<file path="config.mk">
export PLATFORM = sky130hd
export DESIGN_NAME = irq_group_arbiter
export DESIGN_NICKNAME = d
export VERILOG_FILES = /design/src/rtl/irq_grp_pkg.sv /design/src/rtl/irq_grp_ctrl.sv /design/src/rtl/irq_grp_datapath.sv /design/src/rtl/irq_group_arbiter.sv
export SDC_FILE = /design/constraint.sdc
export NUM_CORES = 1
export LEC_CHECK = 0
export ABC_AREA = 1
export CORE_MARGIN = 2
export CORE_UTILIZATION = 30
export CTS_CLUSTER_DIAMETER = 40
export CTS_CLUSTER_SIZE = 40
export DETAILED_ROUTE_END_ITERATION = 16
export PLACE_DENSITY = 0.57
export SKIP_LAST_GASP = 1
export SYNTH_ARGS = -nofsm -noshare
export SYNTH_HDL_FRONTEND = slang
export SYNTH_SLANG_ARGS = --single-unit
</file>
<file path="constraint.sdc">
create_clock -name clk -period 17.24 [get_ports clk]
set_clock_uncertainty 0.2 [all_clocks]
set_input_delay 2.586 -clock clk [delete_from_list [all_inputs] [get_ports clk]]
set_output_delay 2.586 -clock clk [all_outputs]
set_load 0.05 [all_outputs]
</file>
<file path="src/rtl/irq_grp_pkg.sv">
package irq_grp_pkg;
  localparam int LVL_W   = 3;
  localparam int FACT_N  = 4;
  localparam int GRP_W   = 5;
  localparam int DATA_W  = 16;
  localparam int DET_LSB = 0;
  localparam int REQ_LSB = DET_LSB + FACT_N;
  localparam int EN_LSB  = REQ_LSB + FACT_N;
  localparam int LVL_LSB = EN_LSB + FACT_N;

  // Strobes from the register decoder into the group datapath
  typedef struct packed {
    logic              wr;
    logic [GRP_W-1:0]  grp;
    logic [LVL_W-1:0]  lev;
    logic [FACT_N-1:0] en;
    logic [FACT_N-1:0] reqMask;
    logic [FACT_N-1:0] reqVal;
  } wrStrobe_t;
endpackage

</file>
<file path="src/rtl/irq_grp_ctrl.sv">
module irq_grp_ctrl
  import irq_grp_pkg::*;
#(
  parameter int NUM_GROUPS     = 20,
  parameter int RESERVED_GROUP = 1,
  parameter int CLEAR_GROUP    = 0
) (
  input  logic              wrEn,
  input  logic [GRP_W-1:0]  regAddr,
  input  logic [DATA_W-1:0] wrData,
  output wrStrobe_t         strobe,
  output logic              rdHit
);
  logic addrLive;
  logic isClearGroup;
  logic [FACT_N-1:0] detField;
  logic unusedTopBit;

  assign addrLive     = (int'(regAddr) < NUM_GROUPS) && (int'(regAddr) != RESERVED_GROUP);
  assign isClearGroup = (int'(regAddr) == CLEAR_GROUP);
  assign detField     = wrData[DET_LSB +: FACT_N];
  assign unusedTopBit = wrData[DATA_W-1];
  assign rdHit        = addrLive;

  always_comb begin
    strobe.wr      = wrEn && addrLive;
    strobe.grp     = regAddr;
    strobe.lev     = wrData[LVL_LSB +: LVL_W];
    strobe.en      = wrData[EN_LSB +: FACT_N];
    strobe.reqMask = detField;
    // write-one-to-clear for the clear group, masked write elsewhere
    strobe.reqVal  = isClearGroup ? '0 : wrData[REQ_LSB +: FACT_N];
  end
endmodule

</file>
<file path="src/rtl/irq_grp_datapath.sv">
module irq_grp_datapath
  import irq_grp_pkg::*;
#(
  parameter int NUM_GROUPS     = 20,
  parameter int RESERVED_GROUP = 1
) (
  input  logic                         clk,
  input  logic                         rstN,
  input  wrStrobe_t                    strobe,
  input  logic [NUM_GROUPS*FACT_N-1:0] hwReq,
  input  logic [LVL_W-1:0]             cpuMask,
  input  logic [GRP_W-1:0]             regAddr,
  input  logic                         rdHit,
  output logic [DATA_W-1:0]            rdData,
  output logic                         irqOut,
  output logic [GRP_W-1:0]             irqGroup,
  output logic [LVL_W-1:0]             irqLevel
);
  logic [LVL_W-1:0]  lev [NUM_GROUPS];
  logic [FACT_N-1:0] en  [NUM_GROUPS];
  logic [FACT_N-1:0] req [NUM_GROUPS];
  logic [NUM_GROUPS-1:0] elig;

  for (genvar g = 0; g < NUM_GROUPS; g++) begin : gGrp
    if (g == RESERVED_GROUP) begin : gRsv
      logic unusedHwBits;
      assign unusedHwBits = ^hwReq[g*FACT_N +: FACT_N];
      assign lev[g] = '0;
      assign en[g]  = '0;
      assign req[g] = '0;
    end else begin : gLive
      logic [LVL_W-1:0]  levQ;
      logic [FACT_N-1:0] enQ;
      logic [FACT_N-1:0] reqQ;
      logic [FACT_N-1:0] hwBits;
      logic              hit;
      assign hwBits = hwReq[g*FACT_N +: FACT_N];
      assign hit    = strobe.wr && (strobe.grp == GRP_W'(g));
      always_ff @(posedge clk or negedge rstN) begin
        if (!rstN) begin
          levQ <= '0;
          enQ  <= '0;
          reqQ <= '0;
        end else if (hit) begin
          levQ <= strobe.lev;
          enQ  <= strobe.en;
          reqQ <= (reqQ & ~strobe.reqMask) | (strobe.reqVal & strobe.reqMask) | hwBits;
        end else begin
          reqQ <= reqQ | hwBits;
        end
      end
      assign lev[g] = levQ;
      assign en[g]  = enQ;
      assign req[g] = reqQ;
    end
    assign elig[g] = (|(req[g] & en[g])) && (lev[g] < cpuMask);
  end

  // register read
  always_comb begin
    rdData = '0;
    if (rdHit) begin
      rdData[LVL_LSB +: LVL_W]  = lev[regAddr];
      rdData[EN_LSB  +: FACT_N] = en[regAddr];
      rdData[REQ_LSB +: FACT_N] = req[regAddr];
      rdData[DET_LSB +: FACT_N] = req[regAddr] & en[regAddr];
    end
  end

  // arbitration: smaller level first, then lower group index
  logic             found;
  logic [LVL_W-1:0] bestLev;
  logic [GRP_W-1:0] bestGrp;
  always_comb begin
    found   = 1'b0;
    bestLev = '0;
    bestGrp = '0;
    for (int g = 0; g < NUM_GROUPS; g++) begin
      if (elig[g] && (!found || (lev[g] < bestLev))) begin
        found   = 1'b1;
        bestLev = lev[g];
        bestGrp = GRP_W'(g);
      end
    end
  end

  always_ff @(posedge clk or negedge rstN) begin
    if (!rstN) begin
      irqOut   <= 1'b0;
      irqGroup <= '0;
      irqLevel <= '0;
    end else begin
      irqOut   <= found;
      irqGroup <= bestGrp;
      irqLevel <= bestLev;
    end
  end
endmodule

</file>
<file path="src/rtl/irq_group_arbiter.sv">
module irq_group_arbiter
  import irq_grp_pkg::*;
#(
  parameter int NUM_GROUPS     = 20,
  parameter int RESERVED_GROUP = 1,
  parameter int CLEAR_GROUP    = 0
) (
  input  logic                         clk,
  input  logic                         rstN,
  input  logic                         wrEn,
  input  logic [GRP_W-1:0]             regAddr,
  input  logic [DATA_W-1:0]            wrData,
  output logic [DATA_W-1:0]            rdData,
  input  logic [NUM_GROUPS*FACT_N-1:0] hwReq,
  input  logic [LVL_W-1:0]             cpuMask,
  output logic                         irqOut,
  output logic [GRP_W-1:0]             irqGroup,
  output logic [LVL_W-1:0]             irqLevel
);
  wrStrobe_t strobe;
  logic      rdHit;

  irq_grp_ctrl #(
    .NUM_GROUPS(NUM_GROUPS), .RESERVED_GROUP(RESERVED_GROUP), .CLEAR_GROUP(CLEAR_GROUP)
  ) ctrl_i (
    .wrEn(wrEn), .regAddr(regAddr), .wrData(wrData), .strobe(strobe), .rdHit(rdHit)
  );

  irq_grp_datapath #(
    .NUM_GROUPS(NUM_GROUPS), .RESERVED_GROUP(RESERVED_GROUP)
  ) dp_i (
    .clk(clk), .rstN(rstN), .strobe(strobe), .hwReq(hwReq), .cpuMask(cpuMask),
    .regAddr(regAddr), .rdHit(rdHit), .rdData(rdData),
    .irqOut(irqOut), .irqGroup(irqGroup), .irqLevel(irqLevel)
  );
endmodule

</file>
## Yosys cells after proc, flatten, opt, wreduce, memory -nomap -nowiden

Index checks and enable logic that the tools add are counted.

| word-level totals | value |
|---|---|
| bits in registers | 218 |

| operators by class | value |
|---|---|
| order comparisons | 39 |
| equality and inequality tests | 19 |
| muxes and demuxes | 86 |
| bitwise operators | 99 |
| reductions and logical operators | 115 |

Operators with widths:

| kind | count |
|---|---|
| $or 4x4->4 | 57 |
| $and 4x4->4 | 40 |
| $mux 4 | 32 |
| $lt 3x3->1 | 37 |
| $reduce_or 4->1 | 19 |
| $mux 3 | 25 |
| $logic_and 1x1->1 | 58 |
| $bmux 4 s5 | 2 |
| $eq 5x4->1 const B | 8 |
| $eq 5x3->1 const B | 4 |
| $eq 5x5->1 const B | 4 |
| $mux 5 | 4 |
| $mux 1 | 19 |
| $logic_not 1->1 | 18 |
| $logic_or 1x1->1 | 18 |
| $bmux 3 s5 | 1 |
| $mux 15 | 1 |
| $eq 5x2->1 const B | 2 |
| $logic_not 5->1 | 2 |
| $ge 6x6->1 const B | 1 |
| $not 5->6 | 1 |
| $lt 5x5->1 const B | 1 |
| $ne 5x2->1 const B | 1 |
| $mux 2 | 2 |
| $not 4->4 | 1 |

## Logic depth before layout (Yosys ltp)

| logic depth | value |
|---|---|
| word-level depth | 76 |
| gate-level depth with buffers | 170 |
| mapped depth without buffers | 170 |

## Cells and area by module

Synthesis repeated with hierarchy kept, for this count alone.

| second synthesis, totals | value |
|---|---|
| cells, all modules | 1940 |
| area, all modules | 14251.2 µm² |

Modules (own cells, without submodules):

| module | times used | cells an instance | area an instance (µm²) | seq. area each (µm²) |
|---|---|---|---|---|
| irq_grp_datapath | 1 | 1903 | 14041.0 | 5455.2 |
| irq_grp_ctrl | 1 | 37 | 210.2 | 0.0 |

## Worst setup path before layout

OpenSTA, ideal clock, no wires.

| path | value |
|---|---|
| path kind | input to register |
| start point | input cpuMask[2] |
| end point | register dp_i.irqLevel[0] |
| data arrival time | 19051 ps |
| data required time | 16923 ps |
| setup slack | -2128 ps |
| stages | 135 |
| buffers on the path | 0 |
| cell sequence | inv_1 -> ha_1 -> nand2_1 -> clkinv_1 -> nand2_1 -> nand2_1 -> nor2_4 -> nand2_1 -> ha_1 -> a21oi_1 -> nand2_1 -> nand2_2 -> nand2_4 -> o21ai_0 -> ha_1 -> a21oi_1 -> nand2_1 -> nand2_2 -> (+99 left out) -> a21oi_1 -> nand2_1 -> nand2_2 -> nand2_4 -> o21ai_0 -> ha_1 -> a21oi_1 -> nand2_1 -> nand2_2 -> nand2_4 -> o21ai_0 -> ha_1 -> a21oi_1 -> nand2_2 -> nand2_4 -> nand2_4 -> nand2_1 -> nand2_1 |

| between the ends | value |
|---|---|
| longest elaborated chain between the ends | 75 |
| elaborated cells on any way between the ends | 147 |
| those cells by class | order compare (37); mux (37); reduce/logical (73) |

RTL lines:

| item | RTL line | source |
|---|---|---|
| start, declared | irq_group_arbiter.sv:15 | `input logic [LVL_W-1:0] cpuMask,` |
| $lt 3x3->1 | irq_grp_datapath.sv:56 | `assign elig[g] = (\|(req[g] & en[g])) && (lev[g] < cpuMask);` |
| $logic_and 1x1->1 | irq_grp_datapath.sv:56 |  |
| $mux 3 / $mux 1 (equally long branches) | irq_grp_datapath.sv:79 | `if (elig[g] && (!found \|\| (lev[g] < bestLev))) begin` |
| $lt 3x3->1 / $logic_not 1->1 (equally long branches) | - |  |
| $logic_or 1x1->1 | irq_grp_datapath.sv:79 |  |
| $logic_and 1x1->1 | irq_grp_datapath.sv:79 |  |
| $mux 3 / $mux 1 (equally long branches) | irq_grp_datapath.sv:79 |  |
| $lt 3x3->1 / $logic_not 1->1 (equally long branches) | irq_grp_datapath.sv:79 |  |
| (+60 left out) | - |  |
| $logic_or 1x1->1 | irq_grp_datapath.sv:79 |  |
| $logic_and 1x1->1 | irq_grp_datapath.sv:79 |  |
| $mux 3 / $mux 1 (equally long branches) | irq_grp_datapath.sv:79 |  |
| $lt 3x3->1 / $logic_not 1->1 (equally long branches) | irq_grp_datapath.sv:79 |  |
| $logic_or 1x1->1 | irq_grp_datapath.sv:79 |  |
| $logic_and 1x1->1 | irq_grp_datapath.sv:79 |  |
| $mux 3 (*) | irq_grp_datapath.sv:79 |  |
| via dp_i.bestLev[0] | irq_grp_datapath.sv:72 | `logic [LVL_W-1:0] bestLev;` |
| end signal, assigned | irq_grp_datapath.sv:95 | `irqLevel <= bestLev;` |
| end, declared | irq_grp_datapath.sv:17 | `output logic [LVL_W-1:0] irqLevel` |

Mark *: on every way through the listed nets, which the timed path passes. The rest lies on a longest branch.
A chain may end at the register's enable or synchronous reset.

## Worst setup path in the final report

| path | value |
|---|---|
| start point | input cpuMask[1] |
| end point | register dp_i.irqLevel[1] |

The elaborated chain is that of the path after synthesis.

==> tab_implementation.tex <==
\begin{tabular}{lr}
\hline
Metric & Value \\
\hline
\multicolumn{2}{l}{\textbf{Status}} \\
\quad Result of the run & complete, but fails checks \\
\quad Violations in the final reports & negative setup slack \\
\multicolumn{2}{l}{\textbf{Power}} \\
\quad Combinational fraction of design power & 74.2\% \\
\quad IR drop worst, VDD & 218 uV \\
\quad Switching power of the nets & 2.20 mW \\
\quad Leakage dissipation & 8.32 nW \\
\quad Internal power contribution & 2.96 mW \\
\quad Reg power frac & 12.9\% \\
\quad Clock power share & 12.9\% \\
\quad Power per cell area & 280 mW/mm\^{}2 \\
\quad Switching power as a share of total power & 42.6\% \\
\multicolumn{2}{l}{\textbf{Synth}} \\
\quad Adder-cell share of the synthesized area & 6.05\% \\
\quad Gate count after technology mapping & 1,788 \\
\quad Top cells by area in the synthesized netlist & sky130\_fd\_sc\_hd\_\_dfrtp\_1 (41\%), sky130\_fd\_sc\_hd\_\_nand2\_1 (13\%), sky130\_fd\_sc\_hd\_\_o21ai\_0 (11\%), sky130\_fd\_sc\_hd\_\_ha\_1 (6.0\%), sky130\_fd\_sc\_hd\_\_inv\_1 (5.4\%) \\
\quad Yosys warnings & 0 \\
\quad Synth async-reset ratio & 100\% \\
\quad Mapped Avg Cell Area & 7.52 um\^{}2 \\
\quad Predominant post-synthesis flop cell & sky130\_fd\_sc\_hd\_\_dfrtp\_1 \\
\quad Yosys top cell area share & 40.6\% \\
\quad Complex-gate fraction of the synthesized area & 22.7\% \\
\quad Post-synthesis sequential area ratio & 40.6\% \\
\quad Most area-hungry cell type in the Yosys netlist & sky130\_fd\_sc\_hd\_\_dfrtp\_1 \\
\quad Combinational family with the most area after synthesis & compound AO/OA/AOI/OAI gates \\
\quad Post-synthesis simple-gate area fraction & 22.7\% \\
\quad Synth Net Count & 1,960 \\
\quad Post-synthesis instance area & 0.0134 mm\^{}2 \\
\quad Area share of xor/xnor cells in the synthesized design & 0\% \\
\quad Flip-flop and latch count after synthesis & 218 \\
\quad Share of synthesized area spent on multiplexers & 0\% \\
\quad Count of different cell masters after synthesis & 37 \\
\quad Count of flip-flops with a built-in enable after synthesis & 0 \\
\multicolumn{2}{l}{\textbf{GRT}} \\
\quad Residual overflow from global routing & 0 \\
\quad Wire length of the first global-routing pass & 79,500 um \\
\quad Antenna violations before repair & 0 \\
\quad Number of global-route vias before repair & 13,900 \\
\quad Pin count of the biggest net entering global routing & 91 \\
\quad Total global routing track utilization & 21.9\% \\
\multicolumn{2}{l}{\textbf{Floorplan}} \\
\quad I/O pin count & 132 \\
\quad Die Wd & 216 um \\
\quad Standard cell core area & 0.0442 mm\^{}2 \\
\quad Initial cell density of the core & 30.4\% \\
\quad Die Outline Area & 0.0465 mm\^{}2 \\
\quad Die Ht & 216 um \\
\quad Row Count & 77 \\
\multicolumn{2}{l}{\textbf{Flow run}} \\
\quad Maximum capacitance violations & 0 \\
\multicolumn{2}{l}{\textbf{Clock tree}} \\
\quad Maximum clock path buffer count & 3 \\
\quad Maximum level of the CTS H-tree & 2 \\
\quad Num Clock Sinks & 218 \\
\quad CTS tree & yes \\
\quad Cts-stage hold buffer count & 0 \\
\quad Clk Latency, worst-skew pair & 0.54 ns \\
\quad Root Buffer & sky130\_fd\_sc\_hd\_\_clkbuf\_16 \\
\quad Post-CTS clock slew at the launch and capture registers of the worst setup and hold paths & 0.05 ns \\
\quad Cts bufs inserted & 34 \\
\multicolumn{2}{l}{\textbf{Place}} \\
\quad \# port buffers & 125 \\
\quad Placed instance area & 0.0163 mm\^{}2 \\
\quad Half-perimeter wire length after detailed placement & 37,600 um \\
\quad Global placement routability congestion & 0.966 \\
\quad Placement Setup Slack & -1.47 ns \\
\quad Placed instance count & 2,570 \\
\multicolumn{2}{l}{\textbf{Worst setup path}} \\
\quad Worst-path cell with the longest stage delay & sky130\_fd\_sc\_hd\_\_ha\_1 \\
\quad Crit path arrival time & 17.84 ns \\
\quad Max FO, Critical Path & 6 \\
\quad Required arrival time at the worst endpoint & 17.44 ns \\
\quad Worst path max stage delay & 0.32 ns \\
\quad Path type of the worst setup path & in -> reg \\
\quad Critical path endpoint category & flip-flop \\
\quad Critical Path Start Type & input port \\
\quad Top cell by count, worst path & sky130\_fd\_sc\_hd\_\_nand2\_2 \\
\multicolumn{2}{l}{\textbf{STA}} \\
\quad Final worst path period share & 102\% \\
\quad Total negative setup slack & -2.63 ns \\
\quad Upper clock frequency limit & 0.0567 GHz \\
\quad Worst slew pin tran & 1.22 ns \\
\quad Setup-violating endpoint count in the final report & 8 \\
\quad Relative slew margins & 16.7\% \\
\quad RSZ-0062 raised after global routing & true \\
\quad Final count of hold timing violations & 0 \\
\quad Post-route setup slack & -0.401 ns \\
\quad Final number of max-transition violations & 0 \\
\quad Minimum clock period & 17.64 ns \\
\multicolumn{2}{l}{\textbf{Routing}} \\
\quad Initial DRT Pass Iterations & 5 \\
\quad Initial DRC Count & 1,178 \\
\quad Post-DR wirelength/cell & 19.5 um \\
\quad Ratio of routed vias to standard cells & 5.27 \\
\quad Drc violations & 0 \\
\quad Detail Route Antenna Nets & 0 \\
\quad Vias post-DR & 14,300 \\
\quad Total length of routed wires & 52,700 um \\
\multicolumn{2}{l}{\textbf{Cells and area}} \\
\quad NumNets Final & 2,262 \\
\quad Share of final-layout standard cells stronger than drive strength 1 & 22.2\% \\
\quad Filler Cells Inserted & 4,412 \\
\quad Final instance area & 0.0184 mm\^{}2 \\
\quad Non-Filler Instances & 2,705 \\
\quad Area overhead of the layout relative to synthesis & 37.1\% \\
\quad Number of antenna cells inserted & 0 \\
\multicolumn{2}{l}{\textbf{Hold path}} \\
\quad Worst Hold Class & reg -> reg \\
\hline
\end{tabular}
-- registers in the layout (all words and copies together) (netlist names) --
name	flops
dp_i.irqOut	1
dp_i.gGrp.gLive.enQ	76
dp_i.irqLevel	3
dp_i.gGrp.gLive.levQ	57
dp_i.irqGroup	5
dp_i.gGrp.gLive.reqQ	76
-- synthesized netlist by cell type, types with 25 or more instances --
| master | count |
|---|---|
| sky130_fd_sc_hd__clkbuf_1 | 61 |
| sky130_fd_sc_hd__o21ai_0 | 297 |
| sky130_fd_sc_hd__a31oi_1 | 34 |
| sky130_fd_sc_hd__nand2_1 | 459 |
| sky130_fd_sc_hd__a21oi_1 | 83 |
| sky130_fd_sc_hd__nand2_2 | 29 |
| sky130_fd_sc_hd__dfrtp_1 | 218 |
| sky130_fd_sc_hd__nand3_1 | 95 |
| sky130_fd_sc_hd__ha_1 | 65 |
| sky130_fd_sc_hd__a221oi_1 | 33 |
| sky130_fd_sc_hd__nor2_1 | 53 |
| sky130_fd_sc_hd__nand2_4 | 25 |
| sky130_fd_sc_hd__inv_1 | 193 |
| sky130_fd_sc_hd__o22ai_1 | 46 |
-- placed cells by master (no fill, tap or decap), types with 18 or more instances in the layout --
master                              n
sky130_fd_sc_hd__a221oi_1          33
sky130_fd_sc_hd__dfrtp_1          218
sky130_fd_sc_hd__o21ai_2           18
sky130_fd_sc_hd__nand2_2           73
sky130_fd_sc_hd__o22ai_1           46
sky130_fd_sc_hd__inv_1            187
sky130_fd_sc_hd__nand2_4           34
sky130_fd_sc_hd__nand3_1           88
sky130_fd_sc_hd__clkdlybuf4s50_1  121
sky130_fd_sc_hd__o21ai_0          273
sky130_fd_sc_hd__clkbuf_16         34
sky130_fd_sc_hd__nand2_1          406
sky130_fd_sc_hd__ha_1              52
sky130_fd_sc_hd__a21oi_1           75
sky130_fd_sc_hd__buf_4            207
sky130_fd_sc_hd__a31oi_1           34
sky130_fd_sc_hd__nor2_1            49
-- path summary, 6_finish.rpt --
path | startpoint | cells after the start | slack, ns | end
setup / recovery | cpuMask[1] | 165 | -0.40 | dp_i.irqLevel[1]
setup reg to reg | dp_i.gGrp[0].gLive.levQ[2] | 161 | 1.38 | dp_i.irqLevel[1]
min in group asynchronous | rstN | 1 | 1.88 | dp_i.gGrp[16].gLive.reqQ[1]
max in group asynchronous | rstN | 3 | 12.79 | dp_i.gGrp[5].gLive.levQ[1]
hold reg to reg | dp_i.gGrp[18].gLive.reqQ[2] | 2 | 0.30 | dp_i.gGrp[18].gLive.reqQ[2]
hold / removal | dp_i.gGrp[18].gLive.reqQ[2] | 2 | 0.30 | dp_i.gGrp[18].gLive.reqQ[2]
-- per-layer routing --
metal,track usage (%),routed length (um),up-vias
li1,-,-,6704
met1,29.3,22700,6805
met2,35.9,24200,616
met3,3.00,3620,131
met4,8.62,2160,0
met5,0,0,-
-- stage by stage --
stage / utilization, % / total power [mW] / hold slack (ns)
2_1_floorplan: - / 2.33 / 0.261
3_3_place_gp: 37.0 / 3.35 / 0.283
3_5_place_dp: 37.0 / 3.41 / 0.290
4_1_cts: 41.0 / 4.77 / 0.302
5_1_grt: 41.7 / 5.57 / 0.334
6_report: 41.7 / 5.16 / 0.299
-- power by group through the flow --
stage	Clock [mW]	Combinational [mW]	Sequential [mW]
after floorplan	0	1.66	0.673
after CTS	0.674	3.43	0.661
after global placement	0	2.69	0.663
after global routing	0.696	4.20	0.674
after detailed placement	0	2.74	0.666
final	0.667	3.83	0.665
-- logic make-up after synthesis --
group	count (synthesis)
buffers and inverters	281
adders and majority gates	65
AOI/OAI and AO/OA	536
and+or+nand+nor	687
other	1
DFF	218
-- repair_timing --
item / in CTS / in global routing
pin swaps: 61 / 75
setup endpoints to repair: 8 / 8
buffers inserted: 65 / 12
resized for setup: 61 / 53
hold endpoints to repair: 0 / 0
cloned: 0 / 0
-- cell type report --
cell class / instances / area, um^2 / share of cell area, %
Timing Repair Buffer: 333 / 2820 / 15.3
Tap cell: 592 / 741 / 4.02
Clock inverter: 18 / 171 / 0.930
Inverter: 214 / 813 / 4.41
Clock buffer: 41 / 927 / 5.03
Sequential cell: 218 / 5460 / 29.6
Multi-Input combinational cell: 1289 / 7500 / 40.7
-- worst max-delay path: cells and delay by family --
kind	cells	cell delay [ns]
buf+inv	20	1.09
simple gates	109	7.71
compound gates	18	1.45
fa+ha+maj	18	4.98
Power figures use the tool's default switching activity.
